$ cat src/rtl/hcb_pkg.sv
package hcb_pkg;

  // register offsets within the host register space (hst_addr[1:0])
  typedef enum logic [1:0] {
    REG_CTRL = 2'd0,
    REG_MBOX = 2'd1,
    REG_PAGE = 2'd2,
    REG_NONE = 2'd3
  } hcb_reg_e;

  localparam int CTRL_RST_BIT = 0;
  localparam int CTRL_IRQ_BIT = 1;

  typedef enum logic [1:0] {
    WIN_IDLE = 2'd0,
    WIN_BUSY = 2'd1,
    WIN_DONE = 2'd2
  } win_state_e;

endpackage

$ cat src/rtl/hcb_regs.sv
module hcb_regs #(
  parameter int PAGE_W = 7
) (
  input  logic              clk,
  input  logic              rst_n,
  input  logic              reg_wr,
  input  logic [1:0]        reg_sel,
  input  logic [7:0]        reg_wdata,
  output logic [7:0]        reg_rdata,
  input  logic              cop_mbx_we,
  input  logic [7:0]        cop_mbx_wdata,
  input  logic              cop_irq_clr,
  output logic              cop_rst,
  output logic              cop_irq,
  output logic [7:0]        mbx,
  output logic [PAGE_W-1:0] page
);
  import hcb_pkg::*;

  logic              rst_q, rst_d, rst_en;
  logic              irq_q, irq_d, irq_en;
  logic [7:0]        mbx_q, mbx_d;
  logic              mbx_en;
  logic [PAGE_W-1:0] page_q, page_d;
  logic              page_en;
  logic              ctrl_wr, mbox_wr, page_wr, irq_set;
  hcb_reg_e          sel;

  assign sel = hcb_reg_e'(reg_sel);

  always_comb begin
    ctrl_wr = reg_wr && (sel == REG_CTRL);
    mbox_wr = reg_wr && (sel == REG_MBOX);
    page_wr = reg_wr && (sel == REG_PAGE);

    rst_en  = ctrl_wr;
    rst_d   = reg_wdata[CTRL_RST_BIT];

    irq_set = ctrl_wr && reg_wdata[CTRL_IRQ_BIT];
    irq_en  = irq_set || cop_irq_clr;
    irq_d   = irq_set;                 // a set in the same cycle beats a clear

    mbx_en  = mbox_wr || cop_mbx_we;
    mbx_d   = cop_mbx_we ? cop_mbx_wdata : reg_wdata;  // coprocessor wins

    page_en = page_wr;
    page_d  = reg_wdata[PAGE_W-1:0];
  end

  always_ff @(posedge clk or negedge rst_n) begin
    if (!rst_n) begin
      rst_q  <= 1'b1;
      irq_q  <= 1'b0;
      mbx_q  <= '0;
      page_q <= '0;
    end else begin
      if (rst_en)  rst_q  <= rst_d;
      if (irq_en)  irq_q  <= irq_d;
      if (mbx_en)  mbx_q  <= mbx_d;
      if (page_en) page_q <= page_d;
    end
  end

  always_comb begin
    unique case (sel)
      REG_CTRL: reg_rdata = {6'b0, irq_q, rst_q};
      REG_MBOX: reg_rdata = mbx_q;
      REG_PAGE: reg_rdata = 8'(page_q);
      default:  reg_rdata = 8'h00;
    endcase
  end

  assign cop_rst = rst_q;
  assign cop_irq = irq_q;
  assign mbx     = mbx_q;
  assign page    = page_q;

  AST_RST_TRACKS_WRITE: assert property (@(posedge clk) disable iff (!rst_n)
    (reg_wr && reg_sel == 2'd0) |=> (cop_rst == $past(reg_wdata[0])));

  AST_IRQ_RISE_FROM_HOST: assert property (@(posedge clk) disable iff (!rst_n)
    $rose(cop_irq) |-> $past(reg_wr && reg_sel == 2'd0 && reg_wdata[1]));

  AST_IRQ_CLEARED: assert property (@(posedge clk) disable iff (!rst_n)
    (cop_irq_clr && !(reg_wr && reg_sel == 2'd0 && reg_wdata[1])) |=> !cop_irq);

  AST_COP_MBX_WINS: assert property (@(posedge clk) disable iff (!rst_n)
    cop_mbx_we |=> (mbx == $past(cop_mbx_wdata)));

  AST_SPARE_IGNORED: assert property (@(posedge clk) disable iff (!rst_n)
    (reg_wr && reg_sel == 2'd3 && !cop_mbx_we && !cop_irq_clr)
      |=> ($stable(cop_rst) && $stable(cop_irq) && $stable(mbx) && $stable(page)));

endmodule

$ cat src/rtl/hcb_win.sv
module hcb_win #(
  parameter int MEM_AW = 20,
  parameter int WIN_AW = 13
) (
  input  logic                     clk,
  input  logic                     rst_n,
  input  logic                     acc,
  input  logic                     acc_we,
  input  logic [WIN_AW-1:0]        acc_offs,
  input  logic [7:0]               acc_wdata,
  input  logic [MEM_AW-WIN_AW-1:0] page,
  output logic                     host_wait,
  output logic [7:0]               host_rdata,
  output logic                     mem_req,
  output logic                     mem_we,
  output logic [MEM_AW-1:0]        mem_addr,
  output logic [7:0]               mem_wdata,
  input  logic [7:0]               mem_rdata,
  input  logic                     mem_ack
);
  import hcb_pkg::*;

  localparam int PAGE_W = MEM_AW - WIN_AW;

  win_state_e        state_q, state_d;
  logic [MEM_AW-1:0] addr_q, addr_d;
  logic              we_q;
  logic [7:0]        wdata_q, rdata_q;
  logic              cap_en, rd_en;

  // board address: page number above the aperture offset
  assign addr_d = {page[PAGE_W-1:0], acc_offs};

  always_comb begin
    state_d = state_q;
    cap_en  = 1'b0;
    rd_en   = 1'b0;
    unique case (state_q)
      WIN_IDLE: if (acc) begin
        state_d = WIN_BUSY;
        cap_en  = 1'b1;
      end
      WIN_BUSY: if (mem_ack) begin
        state_d = WIN_DONE;
        rd_en   = 1'b1;
      end
      WIN_DONE: if (!acc) state_d = WIN_IDLE;
      default:  state_d = WIN_IDLE;
    endcase
  end

  always_ff @(posedge clk or negedge rst_n) begin
    if (!rst_n) begin
      state_q <= WIN_IDLE;
      addr_q  <= '0;
      we_q    <= 1'b0;
      wdata_q <= '0;
      rdata_q <= '0;
    end else begin
      state_q <= state_d;
      if (cap_en) begin
        addr_q  <= addr_d;
        we_q    <= acc_we;
        wdata_q <= acc_wdata;
      end
      if (rd_en) rdata_q <= mem_rdata;
    end
  end

  assign mem_req    = (state_q == WIN_BUSY);
  assign mem_we     = we_q;
  assign mem_addr   = addr_q;
  assign mem_wdata  = wdata_q;
  assign host_wait  = acc && (state_q != WIN_DONE);
  assign host_rdata = rdata_q;

  AST_REQ_HELD: assert property (@(posedge clk) disable iff (!rst_n)
    (mem_req && !mem_ack) |=> (mem_req && $stable(mem_addr) && $stable(mem_we)
                               && $stable(mem_wdata)));

  AST_WAIT_ENDS_ON_ACK: assert property (@(posedge clk) disable iff (!rst_n)
    ($fell(host_wait) && acc) |-> $past(mem_ack));

endmodule

$ cat src/rtl/hcb_bridge.sv
module hcb_bridge #(
  parameter int MEM_AW = 20,
  parameter int WIN_AW = 13
) (
  input  logic              clk,
  input  logic              rst_n,
  input  logic              hst_strb,
  input  logic              hst_we,
  input  logic              hst_reg_cs,
  input  logic              hst_win_cs,
  input  logic [WIN_AW-1:0] hst_addr,
  input  logic [7:0]        hst_wdata,
  output logic [7:0]        hst_rdata,
  output logic              hst_wait,
  output logic              cop_reset_out,
  output logic              cop_irq_out,
  input  logic              cop_irq_clr,
  input  logic              cop_mbx_we,
  input  logic [7:0]        cop_mbx_wdata,
  output logic [7:0]        cop_mbx_rdata,
  output logic              mem_req,
  output logic              mem_we,
  output logic [MEM_AW-1:0] mem_addr,
  output logic [7:0]        mem_wdata,
  input  logic [7:0]        mem_rdata,
  input  logic              mem_ack
);

  localparam int PAGE_W = MEM_AW - WIN_AW;

  logic              rst_meta_q, rst_sync_q;
  logic              reg_wr, win_acc;
  logic [7:0]        reg_rdata, win_rdata;
  logic [PAGE_W-1:0] page;

  // asynchronous assertion, synchronous release
  always_ff @(posedge clk or negedge rst_n) begin
    if (!rst_n) begin
      rst_meta_q <= 1'b0;
      rst_sync_q <= 1'b0;
    end else begin
      rst_meta_q <= 1'b1;
      rst_sync_q <= rst_meta_q;
    end
  end

  assign reg_wr  = hst_strb && hst_reg_cs && hst_we;
  assign win_acc = hst_strb && hst_win_cs;

  hcb_regs #(.PAGE_W(PAGE_W)) u_regs (
    .clk           (clk),
    .rst_n         (rst_sync_q),
    .reg_wr        (reg_wr),
    .reg_sel       (hst_addr[1:0]),
    .reg_wdata     (hst_wdata),
    .reg_rdata     (reg_rdata),
    .cop_mbx_we    (cop_mbx_we),
    .cop_mbx_wdata (cop_mbx_wdata),
    .cop_irq_clr   (cop_irq_clr),
    .cop_rst       (cop_reset_out),
    .cop_irq       (cop_irq_out),
    .mbx           (cop_mbx_rdata),
    .page          (page)
  );

  hcb_win #(.MEM_AW(MEM_AW), .WIN_AW(WIN_AW)) u_win (
    .clk        (clk),
    .rst_n      (rst_sync_q),
    .acc        (win_acc),
    .acc_we     (hst_we),
    .acc_offs   (hst_addr),
    .acc_wdata  (hst_wdata),
    .page       (page),
    .host_wait  (hst_wait),
    .host_rdata (win_rdata),
    .mem_req    (mem_req),
    .mem_we     (mem_we),
    .mem_addr   (mem_addr),
    .mem_wdata  (mem_wdata),
    .mem_rdata  (mem_rdata),
    .mem_ack    (mem_ack)
  );

  assign hst_rdata = hst_reg_cs ? reg_rdata : win_rdata;

endmodule

$ cat config.mk
export PLATFORM = sky130hd
export DESIGN_NAME = hcb_bridge
export DESIGN_NICKNAME = d
export VERILOG_FILES = /design/src/rtl/hcb_pkg.sv /design/src/rtl/hcb_regs.sv /design/src/rtl/hcb_win.sv /design/src/rtl/hcb_bridge.sv
export SDC_FILE = /design/constraint.sdc
export NUM_CORES = 1
export LEC_CHECK = 0
export ABC_AREA = 1
export CAP_MARGIN = 20
export CORE_AREA = 2 2 80 82
export CTS_CLUSTER_DIAMETER = 40
export DETAILED_ROUTE_END_ITERATION = 10
export DIE_AREA = 0 0 82 84
export HOLD_SLACK_MARGIN = 0.05
export PLACE_DENSITY = 0.78
export SYNTH_ARGS = -nofsm -noshare
export SYNTH_HDL_FRONTEND = slang
export SYNTH_SLANG_ARGS = --single-unit
$ cat constraint.sdc
create_clock -name clk -period 2.5 [get_ports clk]
set_clock_uncertainty 0.1 [all_clocks]
set_input_delay 0.5 -clock clk [delete_from_list [all_inputs] [get_ports clk]]
set_output_delay 0.5 -clock clk [all_outputs]
set_load 0.005 [all_outputs]
==> out/metrics.cfg, run 1 <==
[logic_synthesis]
synthSimpleGateAreaFrac=0.252
yosysMostFrequentCell=nand2_1
synth_warnings=0
synth_area_sq_um=2590
synth_top_family_by_area=simple AND/OR/NAND/NOR gates
synth_area_leaders=dfrtp_1 55%, nand2_1 17%, o21ai_0 5.4%
synth_enable_flop_cells=0
yosys-top-cells-count=118 x nand2_1, 57 x dfrtp_1, 32 x inv_1
muxShareOfSynthArea=0
yosysUniqueCellTypes=25
synth_ff_type=dfrtp_1
synth_top_cell_by_area=dfrtp_1
synth_compound_area_frac=0.111
synth_seq_cells=58
syn_area_per_cell_sq_um=8.37
netlist_instances=309
synthXorXnorAreaFrac=0
synth_top_cell_area_share=0.552
synthesis.nets=355
synthAdderAreaFrac=0
yosysSeqAreaShare=0.562
async_flop_share=1.00

[placement]
port_buffers=94
place_congestion=0.807
preCtsSetupSlack_ps=-221
placed_cell_area_sq_um=3650
dpl.hpwl_mm=4.90
dp_cells=481

[detailed_routing]
via_per_inst=4.83
wl_per_cell_microns=13.1
vias=2402
dr_wl_met3_microns=498
dr.pass1.iters=4
postRouteAntennaNets=0
drcViolationCount=0
wl_mm=6.53
wl_met1_mm=2.71
dr_wl_met2_mm=3.15
dr.max_layer_used=met4
drtIter0Drc=81

[final_layout]
syn_to_final_growth_pct=48.3
drive_gt1_frac=0.119
stdcell_count=497
nNetsFinal=461
fillers=531
final_area_sq_um=3830
diodes=0

[clock_tree]
postCtsSetupBuffers=0
cts_buffer_depth=2
ctsHtreeMaxLevel=3
clk_latency_ps=330
cts_tree=yes
clk_pin_slew_ps=60
clkSinkCount=58
cts_hold_buf=0
cts_root_buf=clkbuf_8
numCtsBuffers=9

[timing]
fin_ws_ps=148
final-max-slew-violation-count=0
setup_violations=0
fmax_ghz=0.425
rsz0062_at_grt=no
hold_slack_ps=224
period_needed_ps=2350
slew-limit-headroom=0.379
tightestPinTransition_ps=932
hold_viol=0
min_period_over_period=0.941

[power]
p_per_area_nw_per_um2=779
ir_drop_mv=0.424
leakagePower_nw=1.87

[global_route]
overflow=0
grt_max_degree=59
grt_pass1_wl_mm=10.8
antenna_found_initial=0
grt_pass1_vias=2445
grtUsageTotal=0.205

[setup_path]
rrSetupSlack_ps=1090
cp.arrival_ps=1750
required_ps=1900
crit_type=input port to primary output
critPathMaxFanout=2
start_kind=input port
worstSetupEndpointType=primary output

[die]
die_w_microns=82
dieArea_sq_um=6890
coreArea_sq_um=6100
rows=29
die_h_microns=84
start_util=0.424
ios=95

[outcome]
run_status=complete, no violations

[run]
drv_cap=0

[hold_path]
hold_class=input port to asynchronous set/reset pin

## worst paths after layout
path	depth (start not counted)	from	to
max	4	hst_win_cs	hst_wait
min	1	rst_n	rst_meta_q
max reg2reg	4	u_win.state_q[1]	u_win.mem_wdata[2]
min reg2reg	0	rst_meta_q	rst_sync_q
max in group asynchronous	1	rst_sync_q	u_win.mem_addr[9]
min in group clk	0	rst_meta_q	rst_sync_q
## logic make-up after synthesis
| family | after synthesis |
|---|---|
| and+or+nand+nor | 154 |
| DFF | 58 |
| AOI/OAI and AO/OA | 51 |
| buffers and inverters | 45 |
| other | 1 |
## power breakdown
part | switching, W | total (W) | internal [W]
sequential | 0.000158 | 0.00134 | 0.00118
combinational | 0.000336 | 0.000860 | 0.000524
clock | 0.000349 | 0.000787 | 0.000438
## state kept, by name, summed over array words and instances (netlist names)
name              cells
u_win.mem_addr       20
u_regs.mbx            8
u_win.host_rdata      8
u_win.mem_wdata       8
u_regs.page           7
u_win.state_q         2
rst_meta_q            1
rst_sync_q            1
u_regs.cop_irq        1
u_regs.cop_rst        1
u_win.mem_we          1
## layout make-up
cell class	count	area [sq um]	share of cell area
clock buffer	14	173	0.0450
clock inverter	2	10.0	0.00261
inverter	34	128	0.0333
multi-input combinational	206	951	0.248
sequential	58	1450	0.379
tap	77	96.3	0.0251
timing repair buffer	106	1020	0.267
## per-layer routing
metal	GRT usage	up-vias
li1	-	1192
met1	0.247	1115
met2	0.336	78
met4	0.0924	0
met5	0	-
met3	0.0563	17
## stage by stage
stage	utilization	total power (W)	setup TNS, ps
final	0.629	0.00299	0
after global routing	0.629	0.00317	0
after CTS	0.629	0.00302	0
after detailed placement	0.599	0.00222	-1500
after global placement	0.599	0.00220	-1030
after floorplan	-	0.00165	0
## cell usage in the layout (no fill, tap or decap), drive strengths merged, types with 2 or more instances in the layout
cell type and n:
clkdlybuf4s50 91, nand3 23, o31ai 2, nand2 124
inv 34, clkbuf 16, dfrtp 57, buf 12
clkinv 2, nor2 6, o21ai 46
## worst max-delay path, cell delays in order
cell	delay, ps
clkdlybuf4s50_1	510
nand2_1	90
a21oi_1	140
clkdlybuf4s50_1	510
## repair_timing
| action | CTS | global route |
|---|---|---|
| pin swaps | 0 | 2 |
| endpoints found under the setup margin | 8 | 8 |
| gates resized for setup | 5 | 6 |
(Power assumes the default switching activity.)
==> run 2: changes to the inputs <==
- CAP_MARGIN: 20 -> 40
==> run 2 against run 1 <==
Against the previous run:
- die area unchanged
- fmax increased by 1.2%
- via count increased by 0.37%
- non-clock buffer count increased by 1
- worst setup slack improved by 28 ps
- wire length increased by 2.3%
- cell count increased by 0.20%
- critical path type unchanged
- largest cell class unchanged
==> out/metrics.cfg, run 2 (same netlist as run 1, synthesis figures left out) <==
[placement]
port_buffers=94
dp_cells=482
placed_cell_area_sq_um=3670
dpl.hpwl_mm=5.00
place_congestion=0.807

[detailed_routing]
dr.pass1.iters=4
drtIter0Drc=105
postRouteAntennaNets=0
vias=2411
wl_mm=6.68
drcViolationCount=0
via_per_inst=4.84
wl_per_cell_microns=13.4

[die]
die_w_microns=82
die_h_microns=84
rows=29
start_util=0.424
ios=95
dieArea_sq_um=6890
coreArea_sq_um=6100

[setup_path]
cp.arrival_ps=1720
crit_type=input port to primary output
worstSetupEndpointType=primary output
critPathMaxFanout=2
crit_buf_inv=2
rrSetupSlack_ps=1070
path_cells=clkdlybuf4s50_1 -> nand2_1 -> a21oi_1 -> clkdlybuf4s50_1
path_depth=4
crit_top_cell=clkdlybuf4s50_1
max_stage_delay_ps=510
start_kind=input port
path_delay_family=buffers and inverters
r2r-start=u_win.state_q[1]
critPathSlowestCell=clkdlybuf4s50_1
required_ps=1900
reg2reg_depth=5
worstReg2RegEnd=u_win.mem_addr[10]

[timing]
tns_ps=0
hold_viol=0
min_period_over_period=0.930
setup_violations=0
rsz0062_at_grt=no
final-max-slew-violation-count=0
period_needed_ps=2320
hold_slack_ps=75.6
fmax_ghz=0.430

[clock_tree]
cts_hold_buf=0
cts_root_buf=clkbuf_8
clkSinkCount=58
clk_pin_slew_ps=60
ctsHtreeMaxLevel=3
postCtsSetupBuffers=0
clk_latency_ps=330
cts_tree=yes
numCtsBuffers=9
cts_buffer_depth=2

[power]
comb_power_share=0.293
leakagePower_nw=1.88
power.total_w=0.00299
seqPwrFrac=0.445
p_sw_frac=0.282
p_int_w=0.00215
ir_drop_mv=0.438
p_per_area_nw_per_um2=777
p_clk_frac=0.262
p_switching_w=0.000844

[global_route]
grt_max_degree=59
overflow=0
grt_pass1_vias=2466
antenna_found_initial=0
grtUsageTotal=0.214
grt_pass1_wl_mm=11.1

[final_layout]
nNetsFinal=462
layout_common_cells=117 x nand2_1, 91 x clkdlybuf4s50_1, 56 x dfrtp_1, 31 x inv_1, 28 x o21ai_0
mostFrequentLayoutCell=nand2_1
drive_gt1_frac=0.119
syn_to_final_growth_pct=49.0
stdcell_count=498
diodes=0
final_area_sq_um=3850
largest_reg_flops=20

[hold_path]
hold_class=flop to asynchronous set/reset pin

[run]
drv_cap=0

[outcome]
run_status=complete, no violations

==> run 2: how the worst max path moves through the flow <==
stage	start	end	slack (ps)
floorplan	rst_sync_q	u_regs.cop_irq	670
global placement	hst_addr[0]	hst_rdata[4]	-150
detailed placement	hst_addr[0]	hst_rdata[5]	-220
CTS	hst_addr[0]	hst_rdata[5]	4
global route	hst_strb	hst_wait	90
finish	hst_win_cs	hst_wait	180
==> run 2: per-stage QoR <==
stage,setup slack [ps],utilization
final,176,0.632
after global routing,85.8,0.632
after CTS,4.46,0.633
after detailed placement,-219,0.602
after global placement,-147,0.599
after floorplan,667,-
==> run 2: cell type report <==
| class | count | area (sq um) |
|---|---|---|
| clock buffer | 14 | 173 |
| clock inverter | 2 | 10.0 |
| fill | 522 | 2240 |
| inverter | 34 | 128 |
| multi-input combinational | 206 | 948 |
| sequential | 58 | 1450 |
| tap | 77 | 96.3 |
| timing repair buffer | 107 | 1040 |
==> run 2: timing repair <==
action | in CTS | in global routing
endpoints found under the hold margin | 0 | 0
endpoints found under the setup margin | 8 | 8
pin swaps | 1 | 2
resized for setup | 5 | 5
cloned | 0 | 0
==> run 2: power groups by stage <==
stage / logic [W] / registers, W / clock network [W]
final: 0.000876 / 0.00133 / 0.000784
after global routing: 0.000977 / 0.00136 / 0.000852
after CTS: 0.000889 / 0.00133 / 0.000799
after detailed placement: 0.000883 / 0.00135 / 0
after global placement: 0.000850 / 0.00135 / 0
after floorplan: 0.000314 / 0.00134 / 0
==> run 2: layer usage <==
metal | share of wire | global-route usage
met5 | 0 | 0
met4 | 0.024 | 0.0970
met3 | 0.076 | 0.0671
met2 | 0.49 | 0.341
met1 | 0.41 | 0.260
